### src/rtl/pll_seq_pkg.sv
// Package: state encoding shared by the PLL coefficient change sequencer.
// Assumes nothing beyond a 4-bit state register.
package pll_seq_pkg;
    typedef enum logic [3:0] {
        S_IDLE, S_DECIDE, S_RAMP, S_RWAIT, S_DIV2, S_WBYP, S_PWR, S_WPWR,
        S_DIS, S_WRCOEF, S_EN, S_LKD, S_WLOCK, S_WDIV
    } seq_state_t;
endpackage

### src/rtl/pll_nlo_calc.sv
// Minimum-VCO feedback divider: ceil(m * VCO_MIN_MHZ / REF_MHZ), saturated
// to the largest NW-bit value. Purely combinational; assumes REF_MHZ > 0.
module pll_nlo_calc #(
    parameter int MW          = 8,
    parameter int NW          = 8,
    parameter int REF_MHZ     = 12,
    parameter int VCO_MIN_MHZ = 1000
) (
    input  logic [MW-1:0] m,
    output logic [NW-1:0] n_lo
);
    localparam int PRODW = MW + $clog2(VCO_MIN_MHZ + 1) + 2;
    localparam int NMAX  = (1 << NW) - 1;

    logic [PRODW-1:0] num;
    logic [PRODW-1:0] quo;

    // Rounded-up quotient, clamped to the divider field range.
    always_comb begin
        num  = PRODW'(m) * PRODW'(VCO_MIN_MHZ) + PRODW'(REF_MHZ - 1);
        quo  = num / PRODW'(REF_MHZ);
        n_lo = (quo > PRODW'(NMAX)) ? NW'(NMAX) : quo[NW-1:0];
    end
endmodule

### src/rtl/pll_us_timer.sv
// Microsecond down-counter. load presets the count (the tick in that cycle
// is ignored); each later tick decrements until zero. expired means zero.
module pll_us_timer #(
    parameter int CW = 19
) (
    input  logic          clk,
    input  logic          rst_n,
    input  logic          load,
    input  logic [CW-1:0] load_val,
    input  logic          tick,
    output logic          expired
);
    logic [CW-1:0] cnt;

    // Preset on load, otherwise count ticks down to zero.
    always_ff @(posedge clk) begin
        if (!rst_n)                    cnt <= '0;
        else if (load)                 cnt <= load_val;
        else if (tick && cnt != '0)    cnt <= cnt - 1'b1;
    end

    assign expired = (cnt == '0);

    p_timer_step_r8: assert property (@(posedge clk) disable iff (!rst_n)
        (!load && !tick) |=> (expired == $past(expired)));
endmodule

### src/rtl/pll_reprog_seq.sv
// PLL coefficient change sequencer. Chooses an N-only glide or a full
// relock through bypass, counts every wait in microsecond ticks and retries
// a failed gliding attempt once without gliding. Assumes status inputs
// reflect issued pulses within a cycle and SETTLE_US fits the timer width.
module pll_reprog_seq
    import pll_seq_pkg::*;
#(
    parameter int MW          = 8,
    parameter int NW          = 8,
    parameter int PW          = 6,
    parameter int REF_MHZ     = 12,
    parameter int VCO_MIN_MHZ = 1000,
    parameter int LOCK_US     = 300000,
    parameter int SETTLE_US   = 2
) (
    input  logic          clk,
    input  logic          rst_n,
    input  logic          start,
    input  logic [MW-1:0] new_m,
    input  logic [NW-1:0] new_n,
    input  logic [PW-1:0] new_pl,
    input  logic [MW-1:0] cur_m,
    input  logic [NW-1:0] cur_n,
    input  logic [PW-1:0] cur_pl,
    input  logic          pll_en,
    input  logic          pll_pwrdn,
    input  logic          pll_lkdet_off,
    input  logic          pll_lock,
    input  logic          us_tick,
    input  logic          ramp_done,
    input  logic          ramp_err,
    output logic          ramp_req,
    output logic [NW-1:0] ramp_n,
    output logic          sel_vco,
    output logic          div_half,
    output logic          en_set,
    output logic          en_clr,
    output logic          pwrdn_clr,
    output logic          lkdet_clr,
    output logic          coef_wr,
    output logic [MW-1:0] coef_m,
    output logic [NW-1:0] coef_n,
    output logic [PW-1:0] coef_pl,
    output logic          done,
    output logic          err
);
    localparam int CW = $clog2(LOCK_US + 1);

    seq_state_t    state, next_q;
    logic [MW-1:0] m_q;
    logic [NW-1:0] n_q;
    logic [PW-1:0] pl_q;
    logic          slide_q;
    logic [NW-1:0] nlo_old, nlo_new;
    logic          t_load, t_exp;
    logic [CW-1:0] t_val;

    pll_nlo_calc #(.MW(MW), .NW(NW), .REF_MHZ(REF_MHZ), .VCO_MIN_MHZ(VCO_MIN_MHZ))
        u_nlo_old (.m(cur_m), .n_lo(nlo_old));
    pll_nlo_calc #(.MW(MW), .NW(NW), .REF_MHZ(REF_MHZ), .VCO_MIN_MHZ(VCO_MIN_MHZ))
        u_nlo_new (.m(m_q), .n_lo(nlo_new));

    // Timer preset: settle delay on bypass, power-up and lock; lock window on enable.
    always_comb begin
        t_load = (state == S_DIV2) || (state == S_LKD) ||
                 (state == S_PWR && pll_pwrdn) || (state == S_WLOCK && pll_lock);
        t_val  = (state == S_LKD) ? CW'(LOCK_US) : CW'(SETTLE_US);
    end

    pll_us_timer #(.CW(CW)) u_timer (
        .clk(clk), .rst_n(rst_n), .load(t_load), .load_val(t_val),
        .tick(us_tick), .expired(t_exp)
    );

    // Main sequence: one control action per state, pulses last one cycle.
    always_ff @(posedge clk) begin
        if (!rst_n) begin
            state <= S_IDLE;  next_q <= S_IDLE;
            m_q <= '0;  n_q <= '0;  pl_q <= '0;  slide_q <= 1'b0;
            ramp_req <= 1'b0; ramp_n <= '0; sel_vco <= 1'b0; div_half <= 1'b0;
            en_set <= 1'b0; en_clr <= 1'b0; pwrdn_clr <= 1'b0; lkdet_clr <= 1'b0;
            coef_wr <= 1'b0; coef_m <= '0; coef_n <= '0; coef_pl <= '0;
            done <= 1'b0; err <= 1'b0;
        end else begin
            ramp_req <= 1'b0; en_set <= 1'b0; en_clr <= 1'b0; pwrdn_clr <= 1'b0;
            lkdet_clr <= 1'b0; coef_wr <= 1'b0; done <= 1'b0; err <= 1'b0;
            case (state)
                S_IDLE: if (start) begin
                    m_q <= new_m;  n_q <= new_n;  pl_q <= new_pl;
                    slide_q <= 1'b1;
                    state <= S_DECIDE;
                end
                S_DECIDE: begin
                    if (slide_q && pll_en && m_q == cur_m && pl_q == cur_pl) begin
                        ramp_n <= n_q;  next_q <= S_IDLE;  state <= S_RAMP;
                    end else if (slide_q && pll_en) begin
                        ramp_n <= nlo_old;  next_q <= S_DIV2;  state <= S_RAMP;
                    end else begin
                        state <= S_DIV2;
                    end
                end
                S_RAMP: begin
                    if (ramp_n == cur_n) begin
                        state <= next_q;
                        done  <= (next_q == S_IDLE);
                    end else begin
                        ramp_req <= 1'b1;
                        state    <= S_RWAIT;
                    end
                end
                S_RWAIT: if (ramp_done) begin
                    if (ramp_err && slide_q) begin
                        slide_q <= 1'b0;  state <= S_DECIDE;
                    end else if (ramp_err) begin
                        done <= 1'b1;  err <= 1'b1;  state <= S_IDLE;
                    end else begin
                        state <= next_q;
                        done  <= (next_q == S_IDLE);
                    end
                end
                S_DIV2: begin
                    div_half <= 1'b1;
                    state    <= S_WBYP;
                end
                S_WBYP: if (t_exp) begin
                    sel_vco <= 1'b0;
                    state   <= S_PWR;
                end
                S_PWR: begin
                    pwrdn_clr <= pll_pwrdn;
                    state     <= pll_pwrdn ? S_WPWR : S_DIS;
                end
                S_WPWR: if (t_exp) state <= S_DIS;
                S_DIS: begin
                    en_clr <= 1'b1;
                    state  <= S_WRCOEF;
                end
                S_WRCOEF: begin
                    coef_wr <= 1'b1;
                    coef_m  <= m_q;
                    coef_n  <= slide_q ? nlo_new : n_q;
                    coef_pl <= pl_q;
                    state   <= S_EN;
                end
                S_EN: begin
                    en_set <= 1'b1;
                    state  <= S_LKD;
                end
                S_LKD: begin
                    lkdet_clr <= pll_lkdet_off;
                    state     <= S_WLOCK;
                end
                S_WLOCK: begin
                    if (pll_lock) begin
                        sel_vco <= 1'b1;  state <= S_WDIV;
                    end else if (t_exp && slide_q) begin
                        slide_q <= 1'b0;  state <= S_DECIDE;
                    end else if (t_exp) begin
                        done <= 1'b1;  err <= 1'b1;  state <= S_IDLE;
                    end
                end
                S_WDIV: if (t_exp) begin
                    div_half <= 1'b0;
                    if (slide_q) begin
                        ramp_n <= n_q;  next_q <= S_IDLE;  state <= S_RAMP;
                    end else begin
                        done <= 1'b1;  state <= S_IDLE;
                    end
                end
                default: state <= S_IDLE;
            endcase
        end
    end

    // Coefficients are only written with the PLL just disabled.
    p_coef_after_disable_r6: assert property (@(posedge clk) disable iff (!rst_n)
        coef_wr |-> $past(en_clr));
    // Bypass is only entered with the output divider already halved.
    p_bypass_halved_r4: assert property (@(posedge clk) disable iff (!rst_n)
        $fell(sel_vco) |-> div_half);
    // Return to the VCO only follows an observed lock.
    p_vco_after_lock_r9: assert property (@(posedge clk) disable iff (!rst_n)
        $rose(sel_vco) |-> $past(pll_lock));
    // Divider restored only while the VCO drives the output.
    p_restore_in_vco_r9: assert property (@(posedge clk) disable iff (!rst_n)
        $fell(div_half) |-> sel_vco);
    // Completion is a single-cycle pulse.
    p_done_pulse_r10: assert property (@(posedge clk) disable iff (!rst_n)
        done |=> !done);
    // A glide is never requested towards the value already present.
    p_glide_moves_r2: assert property (@(posedge clk) disable iff (!rst_n)
        ramp_req |-> (ramp_n != $past(cur_n)));
endmodule

### config.mk
export PLATFORM = sky130hd
export DESIGN_NAME = pll_reprog_seq
export DESIGN_NICKNAME = d
export VERILOG_FILES = /design/src/rtl/pll_seq_pkg.sv /design/src/rtl/pll_nlo_calc.sv /design/src/rtl/pll_us_timer.sv /design/src/rtl/pll_reprog_seq.sv
export SDC_FILE = /design/constraint.sdc
export NUM_CORES = 1
export LEC_CHECK = 0
export BUFFER_PORTS_ARGS = -buffer_cell sky130_fd_sc_hd__buf_2
export CORE_ASPECT_RATIO = 0.75
export CORE_MARGIN = 5
export CORE_UTILIZATION = 36
export DETAILED_ROUTE_END_ITERATION = 16
export SKIP_CTS_REPAIR_TIMING = 1
export SYNTH_ARGS = -nofsm -noshare
export SYNTH_HDL_FRONTEND = slang
export SYNTH_SLANG_ARGS = --single-unit
### constraint.sdc
create_clock -name clk -period 32.5 [get_ports clk]
set_input_delay 3.25 -clock clk [delete_from_list [all_inputs] [get_ports clk]]
set_output_delay 3.25 -clock clk [all_outputs]
set_load 0.03 [all_outputs]
[Word level (Yosys, flattened, before mapping)]
Cells that the tools add are included.
Cells by class
  bitwise gates (word level): 0
  order comparisons: 2
  divide/modulo/power cells: 2
  $add $sub $neg: 3
  reductions and logical operators: 29
  shifts and indexed selects: 0
  multiplexer cells: 60
  multiply operators: 2
  eq/ne operators: 28
Operator list (count)
  4-bit 2-to-1 mux: 16
  19-bit 2-to-1 mux: 3
  8-bit 2-to-1 mux: 7
  4-bit case mux with 14 select lines: 1
  20-bit by 4-bit divider with 20-bit output, second input constant: 2
  20-bit by 8-bit > comparator with 1-bit output, second input constant: 2
  18-bit by 4-bit adder with 19-bit output, second input constant: 2
  8-bit by 7-bit multiplier with 15-bit output, second input constant: 2
  4-bit == test, second input constant: 6
  1-bit 2-to-1 mux: 23
  19-bit zero test: 1
  19-bit nonzero test: 1
  19-bit by 1-bit subtractor with 19-bit output, second input constant: 1
  2-bit inequality test, second input constant: 9
  4-bit by 3-bit == test with 1-bit output, second input constant: 4
  8-bit == test: 2
  8-bit case mux with 2 select lines: 1
  6-bit AND reduction: 2
  2-bit AND reduction: 5
  4-bit by 2-bit == test with 1-bit output, second input constant: 2
  1-bit logical AND: 8
  4-bit zero test: 2
  4-bit case mux with 2 select lines: 1
  2-bit nonzero test: 4
  other kinds (14): 19
Storage, ports and cells
  bits in latches: 0
  output and inout port bits: 40
  flip-flop bits (word level): 90
  bits of input ports: 54
  memory bits (read-only): 0
  bits in writable memories: 0
  memories kept: 0

[Depth between registers and ports, before layout]
Gate-level depths: netlist (run 1).
  depth after elaboration: 8
  depth in mapped cells: 60
  mapped depth without buffers: 51

[Modules after synthesis]
Synthesis (run 1) repeated with hierarchy kept, for this count alone.
Unflattened totals
  cells, all modules: 2328
  area total of the unflattened synthesis: 17428.0 um^2
Modules (own cells, without submodules)
  pll_nlo_calc (u_nlo_old): seq. area each 0.0 um^2, area each 6429.9 um^2, times used 1, cells each 883
  pll_nlo_calc (u_nlo_new): seq. area each 0.0 um^2, area each 6333.6 um^2, times used 1, cells each 875
  pll_reprog_seq: seq. area each 1361.3 um^2, area each 3333.2 um^2, times used 1, cells each 401
  pll_us_timer: seq. area each 380.4 um^2, area each 1331.3 um^2, times used 1, cells each 169

[Least setup slack after synthesis (run 1)]
OpenSTA, ideal clock, no wires.
  path type: in2reg
  start: input port cur_m[0]
  end: register ramp_n[0]
  stages: 56
  setup time: 114 ps
  buffers on the path: 5
  path slack: 16518 ps
  arrival: 15868 ps
  path through: clkbuf_1 > inv_1 > ha_1 > inv_1 > ha_1 > inv_1 > fa_1 > inv_1 > fa_1 > ha_1 > nor2b_1 > o21a_1 > o211a_1 > or3_1 > and3_1 > buf_4 > and4_1 > buf_2 > [... 20 more ...] > mux2i_1 > a211o_1 > buf_2 > mux2_2 > a31oi_1 > mux2i_1 > a311oi_2 > and2_4 > nor2_4 > nand2_1 > xnor2_1 > ha_1 > nor2_1 > nand2_1 > nor2_1 > a221o_1 > o31ai_1 > a21o_1
On the way
  longest elaborated chain between the ends: 8
  elaborated cells between the ends (all ways): 13
Ends and longest elaborated chain
  start, declared: line pll_reprog_seq.sv:22  | input logic [MW-1:0] cur_m,
  8-bit by 7-bit multiplier with 15-bit output: line pll_nlo_calc.sv:20  | num = PRODW'(m) * PRODW'(VCO_MIN_MHZ) + PRODW'(REF_MHZ - 1);
  18-bit by 4-bit adder with 19-bit output: line pll_nlo_calc.sv:20
  20-bit by 4-bit divider with 20-bit output: line pll_nlo_calc.sv:21  | quo = num / PRODW'(REF_MHZ);
  20-bit by 8-bit > comparator with 1-bit output: line pll_nlo_calc.sv:22  | n_lo = (quo > PRODW'(NMAX)) ? NW'(NMAX) : quo[NW-1:0];
  8-bit 2-to-1 mux: line pll_nlo_calc.sv:22
  8-bit 2-to-1 mux: line pll_reprog_seq.sv:96  | end else if (slide_q && pll_en) begin
  8-bit 2-to-1 mux: line pll_reprog_seq.sv:94  | if (slide_q && pll_en && m_q == cur_m && pl_q == cur_pl) begin
  8-bit case mux with 2 select lines: line pll_reprog_seq.sv:87  | case (state)
  end signal, assigned: line pll_reprog_seq.sv:80  | ramp_req <= 1'b0; ramp_n <= '0; sel_vco <= 1'b0; div_half <= 1'b0;
  end signal, assigned: line pll_reprog_seq.sv:95  | ramp_n <= n_q; next_q <= S_IDLE; state <= S_RAMP;
  end signal, assigned: line pll_reprog_seq.sv:97  | ramp_n <= nlo_old; next_q <= S_DIV2; state <= S_RAMP;
  end, declared: line pll_reprog_seq.sv:33  | output logic [NW-1:0] ramp_n,
Parallel ways exist; a longest one is shown, timed or not. The select of a mux whose other input is x is not followed.
A chain may end at the register's enable or synchronous reset.

[Worst setup path in the final report (run 1)]
Ends and elaborated chain as after synthesis.

==> results_dict.tcl, run 1 <==
set metrics [dict create \
    ant_nets 0 \
    cp.required_ns 32.77 \
    gr-total-overflow 0 \
    drt_first_iter_violations 1990 \
    post_dp_cell_area_um2 16400 \
    synth.avg_cell_area_um2 7.35 \
    dp_hpwl_mm 41.2 \
    port_buffers 93 \
    routedWlPerCell_um 19.2 \
    slowest_delay_ns 0.87 \
    r2r-end "coef_n[0]" \
    fp.dieW_um 250 \
    drive_gt1_share_pct 11.3 \
    min_period_ns 18.37 \
    grt_max_degree 82 \
    hold_viol_final 0 \
    cpMaxStageDelayCell "a32oi_1" \
    worstHoldPathCells 2 \
    grt_pass1_wl_mm 82.1 \
    cts_max_path_buffers 2 \
    status "finished clean" \
    place_congestion 0.975 \
    rsz0062_at_grt "no" \
    setup_violations 0 \
    synth_nets 2291 \
    fmaxAchievable_mhz 54.4 \
    hold_end "coef_pl[5]" \
    io_pins 94 \
    synthesis.area_um2 15500 \
    area_delta_synth_final_pct 7.97 \
    r2r-start "m_q[0]" \
    core_um2 42400 \
    antenna_cells 0 \
    htreeDepth 3 \
    finClkSkew_ns 0.00816 \
    startpoint_type "primary input" \
    cp.arrival_ns 18.64 \
    synth_enable_flop_cells 0 \
    vias 16900 \
    nFillCells 4359 \
    grt_use_total_pct 20.8 \
    critPathKind "primary input to flop" \
    cp_max_fo 15 \
    cts_tree "built" \
    ff_latch_area_um2 1740 \
    tightestPinTransition_ns 1.11 \
    synth_seq_cells 87 \
    endpoint_kind "flop" \
    start_util_pct 36.6 \
    hold_start "coef_pl[5]" \
    yosys_warnings 0 \
    ff2ff_path_depth 48 \
    drtPass1Iterations 6 \
    utilization_pct 39.5 \
    cts_root_buf "clkbuf_16" \
    numCtsBuffers 9 \
    die_area_um2 47400 \
    final.period_utilization_pct 56.5 \
    hold_class "flop to flop" \
    grt_pass1_vias 14800 \
    ys_seq_area_share_pct 11.2 \
    clkTransAtPathRegs_ns 0.07 \
    multi_input_area_um2 13000 \
    clock_sinks 87 \
    dp.cells 2703 \
    final_cells 2719 \
    nets 2325 \
    rows 65 \
    routed_wl_mm 52.1 \
    synthFlopType "dfxtp_1" \
    relSlewSlack_pct 25.7 \
    synth_cell_type_count 131 \
    maxSlewViolCount 0 \
    vias_per_cell 6.20 \
    dieHeight_um 190 \
    clock_latency_ns 0.38 \
    design_area_um2 16800 \
    synthCells 2111 \
    ff2ff_setup_slack_ns 16.42 \
    setup_tns_ns 0 \
    antenna_found_initial 1 \
    maxCapViolCount 0 \
    drcViolationCount 0 \
    async_flop_share_pct 0 \
]
final cells by class:
type	count	share of cell area, %
Tap cell	569	4.25
Timing Repair Buffer	106	3.36
Inverter	107	2.40
Clock inverter	6	0.433
Multi-Input combinational cell	1834	77.7
Clock buffer	10	1.43
Sequential cell	87	10.4
stage by stage:
step / worst slack, ns / hold WS [ns]
after global placement: 14.67 / 0.454
after detailed placement: 14.08 / 0.460
final: 14.13 / 0.463
after global routing: 12.86 / 0.489
after CTS: 14.48 / 0.468
after floorplan: 16.52 / 0.450
cell families after synthesis:
group                      count (synthesis)  share of synthesized area, %
AOI/OAI and AO/OA                        699                          34.2
xor gates and xnor gates                 133                          7.70
adders and majority gates                126                          12.2
buffers and inverters                    190                          4.88
DFF                                       87                          11.2
muxes                                     39                          2.64
and+or+nand+nor                          837                          27.1
sequential cells by signal (all words and copies together) (netlist names):
signal and count:
coef_m 8, coef_n 8, coef_pl 6, coef_wr 1, div_half 1, done 1, en_clr 1, en_set 1
err 1, lkdet_clr 1, m_q 8, n_q 8, next_q 1, pl_q 6, pwrdn_clr 1, ramp_n 8
ramp_req 1, sel_vco 1, slide_q 1, state 4, u_timer.cnt 19
synthesized netlist by cell type (35+ instances only):
cell,number,area share [%]
a21boi_0,61,3.0
a21o_1,35,1.7
a21oi_1,103,3.3
a31oi_1,37,1.5
clkbuf_1,61,1.5
dfxtp_1,87,11
fa_1,43,5.5
ha_1,83,6.7
inv_1,107,2.6
nand2_1,245,5.9
nand3_1,84,2.7
nor2_1,174,4.2
nor3_1,70,2.3
o21ai_0,85,2.7
xnor2_1,65,3.7
xor2_1,64,3.6
placed cells by master (no fill, tap or decap), types with 29 or more instances in the layout:
cell type / count
nand2_1: 245
nor2_1: 174
inv_1: 107
a21oi_1: 103
buf_2: 93
dfxtp_1: 87
o21ai_0: 84
nand3_1: 84
ha_1: 83
nor3_1: 69
xnor2_1: 65
xor2_1: 64
a21boi_0: 61
fa_1: 43
a31oi_1: 37
a21o_1: 35
or3_1: 34
o211ai_1: 34
a211oi_1: 31
nand2b_1: 29
nand4_1: 29
critical path, delay by kind of cell:
| kind | cells | cell delay, ns |
|---|---|---|
| fa+ha+maj | 6 | 2.29 |
| buf+inv | 5 | 0.67 |
| xor+xnor | 1 | 0.16 |
| simple gates | 15 | 4.05 |
| mux | 4 | 1.80 |
| compound gates | 20 | 6.38 |
worst max-delay path by stage:
stage | startpoint | to | slack [ns] | cells past startpoint
CTS | cur_m[0] | ramp_n[0] | 14.48 | 51
global placement | cur_m[0] | ramp_n[0] | 14.67 | 51
detailed placement | cur_m[0] | ramp_n[0] | 14.08 | 51
global route | cur_m[0] | ramp_n[0] | 12.86 | 51
finish | cur_m[0] | ramp_n[0] | 14.13 | 51
floorplan | cur_m[0] | ramp_n[0] | 16.52 | 56
metal layers:
layer | wire length, um | vias to the layer above | GRT usage, %
li1 | - | 7986 | -
met5 | 11 | - | 0
met1 | 25900 | 8050 | 33.5
met2 | 20900 | 779 | 28.6
met3 | 4710 | 49 | 3.98
met4 | 600 | 2 | 3.16
Power of run 1 is not shown: default switching activity piles up to over one toggle a cycle in this logic, so the estimate is an artifact.
==> run 2: changes to the inputs <==
Clock period 32.5 ns to 19.1 ns, I/O delays scaled along.
==> run 2 against run 1 <==
Net effect: critical path depth unchanged; critical endpoint unchanged; register-to-register slack worse by 13 ns; worst hold slack worse by 0.0011 ns; flip-flop and latch count unchanged; non-clock buffer count unchanged; worst setup slack worse by 12 ns; wire length down 1.8%; utilization about the same; clock-buffer cell count down 1.
==> results_dict.tcl, run 2 (synthesis gave the netlist of run 1 again) <==
set metrics [dict create \
    clkTransAtPathRegs_ns 0.07 \
    maxCapViolCount 0 \
    startpoint_type "primary input" \
    hold_class "flop to flop" \
    dieHeight_um 190 \
    cpMaxStageDelayCell "a32oi_1" \
    port_buffers 93 \
    endpoint_kind "flop" \
    final_common_cell "nand2_1" \
    place_congestion 0.976 \
    routed_wl_mm 51.2 \
    grt_pass1_vias 14800 \
    r2r-end "coef_n[0]" \
    vias 16700 \
    cts_root_buf "clkbuf_16" \
    hold_start "coef_m[1]" \
    finClkSkew_ns 0.0109 \
    setup_tns_ns 0 \
    r2r-start "m_q[0]" \
    hold_viol_final 0 \
    layout_common_cells "nand2_1 (245), nor2_1 (174), inv_1 (107)" \
    ant_nets 0 \
    start_util_pct 36.6 \
    final.period_utilization_pct 89.4 \
    antenna_found_initial 2 \
    rows 65 \
    slowest_delay_ns 0.87 \
    drive_gt1_share_pct 11.3 \
    relSlewSlack_pct 29.1 \
    tightestPinTransition_ns 1.06 \
    drt_first_iter_violations 2037 \
    ff2ff_path_depth 48 \
    numCtsBuffers 9 \
    cp_max_fo 15 \
    cts_tree "built" \
    gr-total-overflow 0 \
    top_register "u_timer.cnt" \
    cts_max_path_buffers 2 \
    area_delta_synth_final_pct 7.99 \
    grt_use_total_pct 20.5 \
    status "finished clean" \
    min_period_ns 17.08 \
    htreeDepth 3 \
    critPathKind "primary input to flop" \
    rsz0062_at_grt "no" \
    clock_sinks 87 \
    grt_pass1_wl_mm 81.1 \
    cp.required_ns 19.37 \
    drcViolationCount 0 \
    io_pins 94 \
    die_area_um2 47400 \
    ff2ff_setup_slack_ns 2.97 \
    fmaxAchievable_mhz 58.6 \
    setup_violations 0 \
    largest_reg_flops 19 \
    cp.arrival_ns 17.35 \
    core_um2 42400 \
    nFillCells 4317 \
    antenna_cells 0 \
    maxSlewViolCount 0 \
    worstHoldPathCells 2 \
    clock_latency_ns 0.38 \
    vias_per_cell 6.13 \
    hold_end "coef_m[1]" \
    fp.dieW_um 250 \
    dp_hpwl_mm 41.1 \
    drtPass1Iterations 7 \
    nets 2325 \
    grt_max_degree 82 \
    routedWlPerCell_um 18.8 \
]
[run 2: worst max-delay path by stage]
| stage | start | endpoint | slack (ns) | depth (start not counted) |
|---|---|---|---|---|
| floorplan | cur_m[0] | ramp_n[0] | 4.46 | 56 |
| global placement | cur_m[0] | ramp_n[0] | 2.62 | 51 |
| detailed placement | cur_m[0] | ramp_n[0] | 1.97 | 51 |
| CTS | cur_m[0] | ramp_n[0] | 2.39 | 51 |
| global route | cur_m[0] | ramp_n[0] | 0.79 | 50 |
| finish | cur_m[0] | ramp_n[0] | 2.02 | 51 |
[run 2: critical path, delay by kind of cell]
| kind | cells | cell delay, ns |
|---|---|---|
| compound gates | 20 | 6.61 |
| xor+xnor | 1 | 0.16 |
| fa+ha+maj | 6 | 2.29 |
| buf+inv | 5 | 0.66 |
| mux | 3 | 1.37 |
| simple gates | 16 | 4.30 |
[run 2: stage by stage]
step / instances / util [%] / worst slack, ns / area [um2] / hold WS, ns
global placement: 2703 / 38.8 / 2.62 / 16400 / 0.454
CTS: 2719 / 39.6 / 2.39 / 16800 / 0.468
finish: 2719 / 39.6 / 2.02 / 16800 / 0.462
global route: 2719 / 39.6 / 0.790 / 16800 / 0.493
detailed placement: 2703 / 38.8 / 1.97 / 16400 / 0.459
floorplan: 2111 / - / 4.46 / 15500 / 0.450
[run 2: per-layer routing]
metal	vias to the layer above	wire length (um)	global-route usage, %
met4	4	748	3.59
li1	8018	-	-
met1	7914	25700	32.3
met2	670	20300	28.6
met3	55	4310	4.47
met5	-	24	0
[run 2: layout make-up]
type | count | area (um2) | share of cell area [%]
multi-input combinational | 1834 | 13000 | 77.7
sequential | 87 | 1740 | 10.4
tap | 569 | 712 | 4.25
timing repair buffer | 106 | 563 | 3.36
inverter | 107 | 402 | 2.40
clock buffer | 9 | 225 | 1.34
clock inverter | 7 | 90.1 | 0.538
Power of run 2 is left out for the same reason.
==> run 3: changes to the inputs <==
Settings changed: BUFFER_PORTS_ARGS -buffer_cell sky130_fd_sc_hd__buf_2 to unset, DONT_BUFFER_PORTS set to 1.
==> run 3 against run 2 <==
Net effect: die area unchanged; flip-flop and latch count unchanged; first-iteration DRC count down 16%; non-clock buffer count down 94; via count down 1.2%; largest cell class unchanged.
==> results_dict.tcl, run 3 (synthesis gave the netlist of run 1 again) <==
set metrics [dict create \
    drive_gt1_share_pct 7.25 \
    grt_use_total_pct 20.8 \
    nets 2231 \
    dp_hpwl_mm 41.6 \
    min_period_ns 16.82 \
    cts_root_buf "clkbuf_16" \
    vias 16500 \
    antenna_found_initial 5 \
    final_common_cell "nand2_1" \
    rows 65 \
    relSlewSlack_pct 23.2 \
    rsz0062_at_grt "no" \
    hold_viol_final 0 \
    largest_reg_flops 19 \
    fmaxAchievable_mhz 59.5 \
    dieHeight_um 190 \
    vias_per_cell 6.27 \
    grt_max_degree 82 \
    status "finished clean" \
    setup_tns_ns 0 \
    cp_max_fo 15 \
    cp.required_ns 19.39 \
    endpoint_kind "flop" \
    drt_first_iter_violations 1707 \
    gr-total-overflow 0 \
    cts_tree "built" \
    tightestPinTransition_ns 1.14 \
    htreeDepth 3 \
    startpoint_type "primary input" \
    area_delta_synth_final_pct 4.90 \
    critPathKind "primary input to flop" \
    finClkSkew_ns 0.0170 \
    top_register "u_timer.cnt" \
    grt_pass1_wl_mm 81.6 \
    slowest_delay_ns 0.87 \
    numCtsBuffers 9 \
    clock_sinks 87 \
    clock_latency_ns 0.39 \
    cpMaxStageDelayCell "a32oi_1" \
    start_util_pct 36.6 \
    core_um2 42400 \
    maxCapViolCount 0 \
    cts_max_path_buffers 2 \
    routed_wl_mm 52.0 \
    drtPass1Iterations 6 \
    final.period_utilization_pct 88.0 \
    routedWlPerCell_um 19.8 \
    layout_common_cells "nand2_1 (245), nor2_1 (174), inv_1 (107)" \
    critPathMostFrequentCell "nor2_1" \
    grt_pass1_vias 14700 \
    cp.arrival_ns 17.11 \
    clkTransAtPathRegs_ns 0.08 \
    io_pins 94 \
    ant_nets 0 \
    fp.dieW_um 250 \
    drcViolationCount 0 \
    maxSlewViolCount 0 \
    port_buffers 0 \
    place_congestion 0.982 \
    die_area_um2 47400 \
    hold_class "flop to flop" \
    setup_violations 0 \
]
## run 3: metal layers
layer	up-vias	GRT usage (%)	wire length, um
met5	-	0	45
met3	71	5.77	4980
met4	6	4.37	988
met2	717	28.6	20400
li1	7815	-	-
met1	7851	32.1	25700
## run 3: critical path: cells and delay by family
kind	cells	cell delay [ns]
AND/OR/NAND/NOR	16	4.49
buffers and inverters	2	0.09
AO/OA/AOI/OAI	18	5.90
XOR/XNOR	2	0.34
multiplexers	4	1.87
adder cells (fa/ha/maj)	6	2.49
## run 3: worst paths after layout
path	startpoint	end	slack [ns]	cells after the start
max reg2reg	m_q[0]	coef_n[0]	3.23	46
max	cur_m[0]	ramp_n[0]	2.28	48
min	n_q[0]	n_q[0]	0.49	2
min reg2reg	n_q[0]	n_q[0]	0.49	2
## run 3: final cells by class
class / count / area, um2
Inverter: 107 / 402
Clock buffer: 9 / 225
Antenna cell: 2 / 5.00
Fill cell: 4398 / 26100
Multi-Input combinational cell: 1834 / 13000
Sequential cell: 87 / 1740
Clock inverter: 7 / 78.8
Timing Repair Buffer: 12 / 90.1
Tap cell: 569 / 712
## run 3: metrics by stage
step	area, um2	util (%)	hold WS, ns	worst slack (ns)	instances
3_5_place_dp	16000	37.7	0.473	2.27	2609
4_1_cts	16300	38.4	0.483	2.69	2625
2_1_floorplan	15500	-	0.450	4.46	2111
6_report	16300	38.4	0.486	2.28	2627
5_1_grt	16300	38.4	0.509	1.04	2627
3_3_place_gp	16000	37.7	0.468	2.82	2609
Power of run 3 is left out for the same reason.
